[config.mk]
export PLATFORM = sky130hd
export DESIGN_NAME = irq2_ctrl
export DESIGN_NICKNAME = d
export VERILOG_FILES = /design/src/rtl/irq2_pkg.sv /design/src/rtl/irq2_sync_edge.sv /design/src/rtl/irq2_req_flag.sv /design/src/rtl/irq2_arb.sv /design/src/rtl/irq2_ctrl.sv
export SDC_FILE = /design/constraint.sdc
export NUM_CORES = 1
export LEC_CHECK = 0
export BUFFER_PORTS_ARGS = -buffer_cell sky130_fd_sc_hd__buf_2
export CAP_MARGIN = 15
export CORE_AREA = 10 10 47 49
export DETAILED_ROUTE_END_ITERATION = 10
export DIE_AREA = 0 0 57 59
export PLACE_DENSITY_LB_ADDON = 0.15
export RECOVER_POWER = 25
export SLEW_MARGIN = 20
export SYNTH_ARGS = -nofsm -noshare
export SYNTH_HDL_FRONTEND = slang
export SYNTH_SLANG_ARGS = --single-unit
[constraint.sdc]
create_clock -name clk -period 1.3 [get_ports clk]
set_input_delay 0.325 -clock clk [delete_from_list [all_inputs] [get_ports clk]]
set_output_delay 0.325 -clock clk [all_outputs]
set_load 0.1 [all_outputs]
[src/rtl/irq2_pkg.sv]
package irq2_pkg;

  typedef enum logic [0:0] {
    SRC_EXT = 1'b0,
    SRC_OVF = 1'b1
  } irq_src_e;

  localparam int unsigned NSRC = 2;

  // Vector address: page in the upper field, step in the lower field.
  function automatic int unsigned vec_addr(input int unsigned page,
                                           input int unsigned step,
                                           input int unsigned step_w);
    return (page << step_w) | step;
  endfunction

endpackage

[src/rtl/irq2_sync_edge.sv]
module irq2_sync_edge #(
  parameter int STAGES = 2
) (
  input  logic clk,
  input  logic rst_n,
  input  logic async_in,
  output logic level,
  output logic rise
);
  logic [STAGES-1:0] sh;
  logic              prev;

  always_ff @(posedge clk or negedge rst_n) begin
    if (!rst_n) begin
      sh   <= '0;
      prev <= 1'b0;
    end else begin
      sh   <= {sh[STAGES-2:0], async_in};
      prev <= sh[STAGES-1];
    end
  end

  assign level = sh[STAGES-1];
  assign rise  = sh[STAGES-1] & ~prev;
endmodule

[src/rtl/irq2_req_flag.sv]
module irq2_req_flag (
  input  logic clk,
  input  logic rst_n,
  input  logic set_i,
  input  logic clr_i,
  output logic flag_o
);
  // A new request in the same cycle as a clear is kept.
  always_ff @(posedge clk or negedge rst_n) begin
    if (!rst_n)     flag_o <= 1'b0;
    else if (set_i) flag_o <= 1'b1;
    else if (clr_i) flag_o <= 1'b0;
  end
endmodule

[src/rtl/irq2_arb.sv]
module irq2_arb
  import irq2_pkg::*;
#(
  parameter int PC_W = 12,
  parameter logic [PC_W-1:0] VEC_EXT = '0,
  parameter logic [PC_W-1:0] VEC_OVF = '0
) (
  input  logic [NSRC-1:0] pend,
  output logic            any,
  output irq_src_e        win,
  output logic [PC_W-1:0] win_vec
);
  always_comb begin
    any     = |pend;
    win     = pend[SRC_EXT] ? SRC_EXT : SRC_OVF;
    win_vec = (win == SRC_EXT) ? VEC_EXT : VEC_OVF;
  end
endmodule

[src/rtl/irq2_ctrl.sv]
module irq2_ctrl
  import irq2_pkg::*;
#(
  parameter int SYNC_STAGES = 2,
  parameter int PAGE_W      = 6,
  parameter int STEP_W      = 6,
  parameter int VEC_PAGE    = 2,
  parameter int STEP_EXT    = 0,
  parameter int STEP_OVF    = 4
) (
  input  logic              clk,
  input  logic              rst_n,
  input  logic              ext_pin,
  input  logic              div_ovf,
  input  logic              msk_ext,
  input  logic              msk_ovf,
  input  logic              ins_adv,
  input  logic              ie_set,
  input  logic              ie_clr,
  input  logic              rti_stb,
  input  logic              tst_stb,
  input  logic              tst_sel,
  output logic              irq_stb,
  output logic [PAGE_W+STEP_W-1:0] irq_vec,
  output logic              ie_o,
  output logic              flag_ext_o,
  output logic              flag_ovf_o,
  output logic              tst_val,
  output logic              stby_blk
);
  localparam int PC_W = PAGE_W + STEP_W;
  localparam logic [PC_W-1:0] VEC_EXT = PC_W'(vec_addr(VEC_PAGE, STEP_EXT, STEP_W));
  localparam logic [PC_W-1:0] VEC_OVF = PC_W'(vec_addr(VEC_PAGE, STEP_OVF, STEP_W));

  // Named internal events
  logic            pin_lvl, ext_rise;
  logic [NSRC-1:0] set_v, clr_v, flags, ena, pend;
  logic            any, fire;
  irq_src_e        win;
  logic [PC_W-1:0] win_vec;
  logic            take_q, ie_q;
  irq_src_e        src_q;
  logic [PC_W-1:0] vec_q;

  irq2_sync_edge #(.STAGES(SYNC_STAGES)) u_sync (
    .clk(clk), .rst_n(rst_n), .async_in(ext_pin), .level(pin_lvl), .rise(ext_rise)
  );

  assign set_v[SRC_EXT] = ext_rise;
  assign set_v[SRC_OVF] = div_ovf;
  assign ena[SRC_EXT]   = msk_ext;
  assign ena[SRC_OVF]   = msk_ovf;

  for (genvar i = 0; i < NSRC; i++) begin : g_src
    assign clr_v[i] = (tst_stb && (tst_sel == i[0])) || (take_q && (src_q == irq_src_e'(i)));
    irq2_req_flag u_flag (
      .clk(clk), .rst_n(rst_n), .set_i(set_v[i]), .clr_i(clr_v[i]), .flag_o(flags[i])
    );
  end

  assign pend = flags & ena;

  irq2_arb #(.PC_W(PC_W), .VEC_EXT(VEC_EXT), .VEC_OVF(VEC_OVF)) u_arb (
    .pend(pend), .any(any), .win(win), .win_vec(win_vec)
  );

  assign fire = ie_q && ins_adv && any && !take_q;

  always_ff @(posedge clk or negedge rst_n) begin
    if (!rst_n) begin
      take_q <= 1'b0;
      src_q  <= SRC_EXT;
      vec_q  <= '0;
      ie_q   <= 1'b0;
    end else begin
      take_q <= fire;
      if (fire) begin
        src_q <= win;
        vec_q <= win_vec;
      end
      if (ie_clr || take_q)       ie_q <= 1'b0;
      else if (rti_stb || ie_set) ie_q <= 1'b1;
    end
  end

  assign irq_stb    = take_q;
  assign irq_vec    = vec_q;
  assign ie_o       = ie_q;
  assign flag_ext_o = flags[SRC_EXT];
  assign flag_ovf_o = flags[SRC_OVF];
  assign tst_val    = tst_sel ? flags[SRC_OVF] : flags[SRC_EXT];
  assign stby_blk   = (msk_ext && pin_lvl) || (msk_ovf && flags[SRC_OVF]);
endmodule

==> impl_metrics.yaml <==
synth:
  synth_area_um2: 444
  yosysSeqAreaShare_pct: 50.7
  synthCells: 38
  synth_warnings: 0
  synth-seq-cells: 9
  yosysTopAreaCell: "dfrtp_1"
  synth_top_area_share_pct: 50.7
  avgSynthCellArea_um2: 11.7
  synth.distinct_cells: 16
  ys_top_cells_by_area: "dfrtp_1, buf_4, a22oi_4"
global_route:
  grt_start_max_net_pins: 10
  track_usage_pct: 7.47
  grt_pass1_vias: 413
  overflow: 0
  antenna_found_initial: 0
  grt_pass1_wl_mm: 1.97
status:
  violations: "negative setup slack"
  status: "complete, but fails checks"
sta:
  skew_ns: 0.00438
  setup_ws_ns: -0.233
  drv_slew: 0
  rsz0062_at_grt: "yes"
  fmax_mhz: 652
  timing.final.crit_share_pct: 118
  hold_viol: 0
  fin_crit_ns: 1.53
  setup_viol_count_final: 4
power_and_ir_drop:
  power_density_nw_per_um2: 1520
  clkPwrFrac_pct: 18.0
  p_int_uw: 628
  pwr-share-seq_pct: 29.6
  comb_power_share_pct: 52.4
  power.leakage_uw: 0.000374
  ir_drop_uv: 640
  swShare_pct: 46.3
  finalPower_uw: 1170
  power_switching_uw: 542
floorplanning:
  dieArea_um2: 3360
  num_rows: 14
  start_util_pct: 31.7
  core_area_um2: 1400
  die_w_um: 57
  ios: 30
  die_y_um: 59
cells_and_area:
  instances_no_fill: 85
  fin_area_um2: 769
  mostFrequentLayoutCells: "conb_1, buf_2, buf_12"
  antenna_cells: 0
  drive_above_1_share_pct: 55.1
  area_delta_synth_final_pct: 73.2
  nets: 82
cts:
  cts.sinks: 9
  clock_latency_ns: 0.26
  cts-buffers-inserted: 3
  clk_pin_slew_ns: 0.06
  cts_root_buf: "clkbuf_4"
  cts_tree: "built"
  clk_path_buf_depth: 2
  h-tree-depth: 1
routing:
  first_pass_iters: 4
  routed_wl_mm: 1.19
  antenna_left: 0
  num_vias: 354
  drtIter0Drc: 3
  via_per_inst: 4.16
  drc: 0
  wl_per_cell_um: 14.0
worst_setup_path:
  startpoint_type: "flop"
  r2r_end: "irq_vec[7]"
  arrival_ns: 1.21
  crit-reg2reg-launch: "g_src[0].u_flag.flag_o"
  setup.worst_path.end_class: "output port"
  r2r_slack_ns: 0.04
  crit_required_ns: 0.98
  path_class: "reg2out"
  crit_fanout: 4
  ff2ff_path_depth: 5
place:
  gp_congestion: 0.680
  hpwl_um: 931
  dp.cells: 77
  io_buffer_count: 19
  place_ws_ns: -0.0595
  dpl_cell_area_um2: 671
min_path:
  min_to: "u_sync.sh[0]"
  min_path_cells: 1
  hold_path.startpoint: "ext_pin"
  min_path_type: "in2reg"
job:
  cap_violations: 0
==> final cells by class <==
class / instances / area [um2]
Sequential cell: 9 / 238
Fill cell: 132 / 632
Inverter: 3 / 11.3
Multi-Input combinational cell: 24 / 171
Timing Repair Buffer: 29 / 303
Clock buffer: 4 / 26.3
Tap cell: 16 / 20.0
==> power groups by stage <==
stage	clock network, uW	registers [uW]	logic [uW]
global route	243	349	635
detailed placement	0	350	563
finish	211	346	613
floorplan	0	435	344
CTS	226	345	608
global placement	0	348	561
==> flip-flops by register name, indices dropped and copies added (netlist names) <==
name and flops:
g_src.u_flag.flag_o 2, irq_vec 2, u_sync.sh 2, ie_o 1
irq_stb 1, u_sync.prev 1
==> logic make-up (layout without fill, tap and decap cells) <==
kind of cell,count (synthesis),after routing,synth area share (%)
mux,1,1,2.54
flops,9,9,50.7
other cells,1,10,0.844
compound gates,8,8,16.1
buf+inv,14,36,21.1
simple gates,5,5,8.73
==> worst max path at each step <==
stage	from	end	cells past startpoint
floorplan	g_src[0].u_flag.flag_o	tst_val	1
global placement	tst_sel	tst_val	3
detailed placement	tst_sel	tst_val	3
CTS	g_src[1].u_flag.flag_o	tst_val	2
global route	g_src[1].u_flag.flag_o	tst_val	2
finish	g_src[1].u_flag.flag_o	tst_val	2
==> critical path, stage by stage (launching register included) <==
cell,delay [ns]
dfrtp_4,0.50
mux2_4,0.28
buf_12,0.17
==> per-stage QoR <==
stage	util, %	hold slack (ns)	setup TNS (ns)
after global placement	47.9	0.186	-0.0582
after detailed placement	47.9	0.186	-0.0602
final	54.9	0.176	-0.640
after floorplan	-	0.0294	-0.132
after CTS	54.2	0.160	-0.666
after global routing	54.9	0.152	-0.796
==> metal layers <==
metal	up-vias	global-route usage (%)	wire, um
met1	164	6.36	374
met4	0	5.03	8
li1	171	-	-
met2	17	12.1	624
met5	-	0	0
met3	2	5.58	184
==> synthesized netlist by cell type <==
library cell,count
a22oi_1,1
buf_4,11
and3b_1,1
dfrtp_1,9
o221ai_1,1
o21ai_0,1
conb_1,1
a21o_1,1
mux2_2,1
a22oi_4,1
a31oi_1,2
a22o_1,1
nor2b_4,1
nor3_1,2
inv_1,3
or2_1,1
==> what timing repair did <==
| action | CTS | global route |
|---|---|---|
| setup buffers | 2 | 1 |
| gates resized for setup | 10 | 1 |
| setup endpoints to repair | 4 | 6 |
| hold buffers | 1 | 0 |
| endpoints found under the hold margin | 9 | 0 |
| pin swaps | 1 | 0 |
No activity file was read; power rests on OpenSTA's default activity.
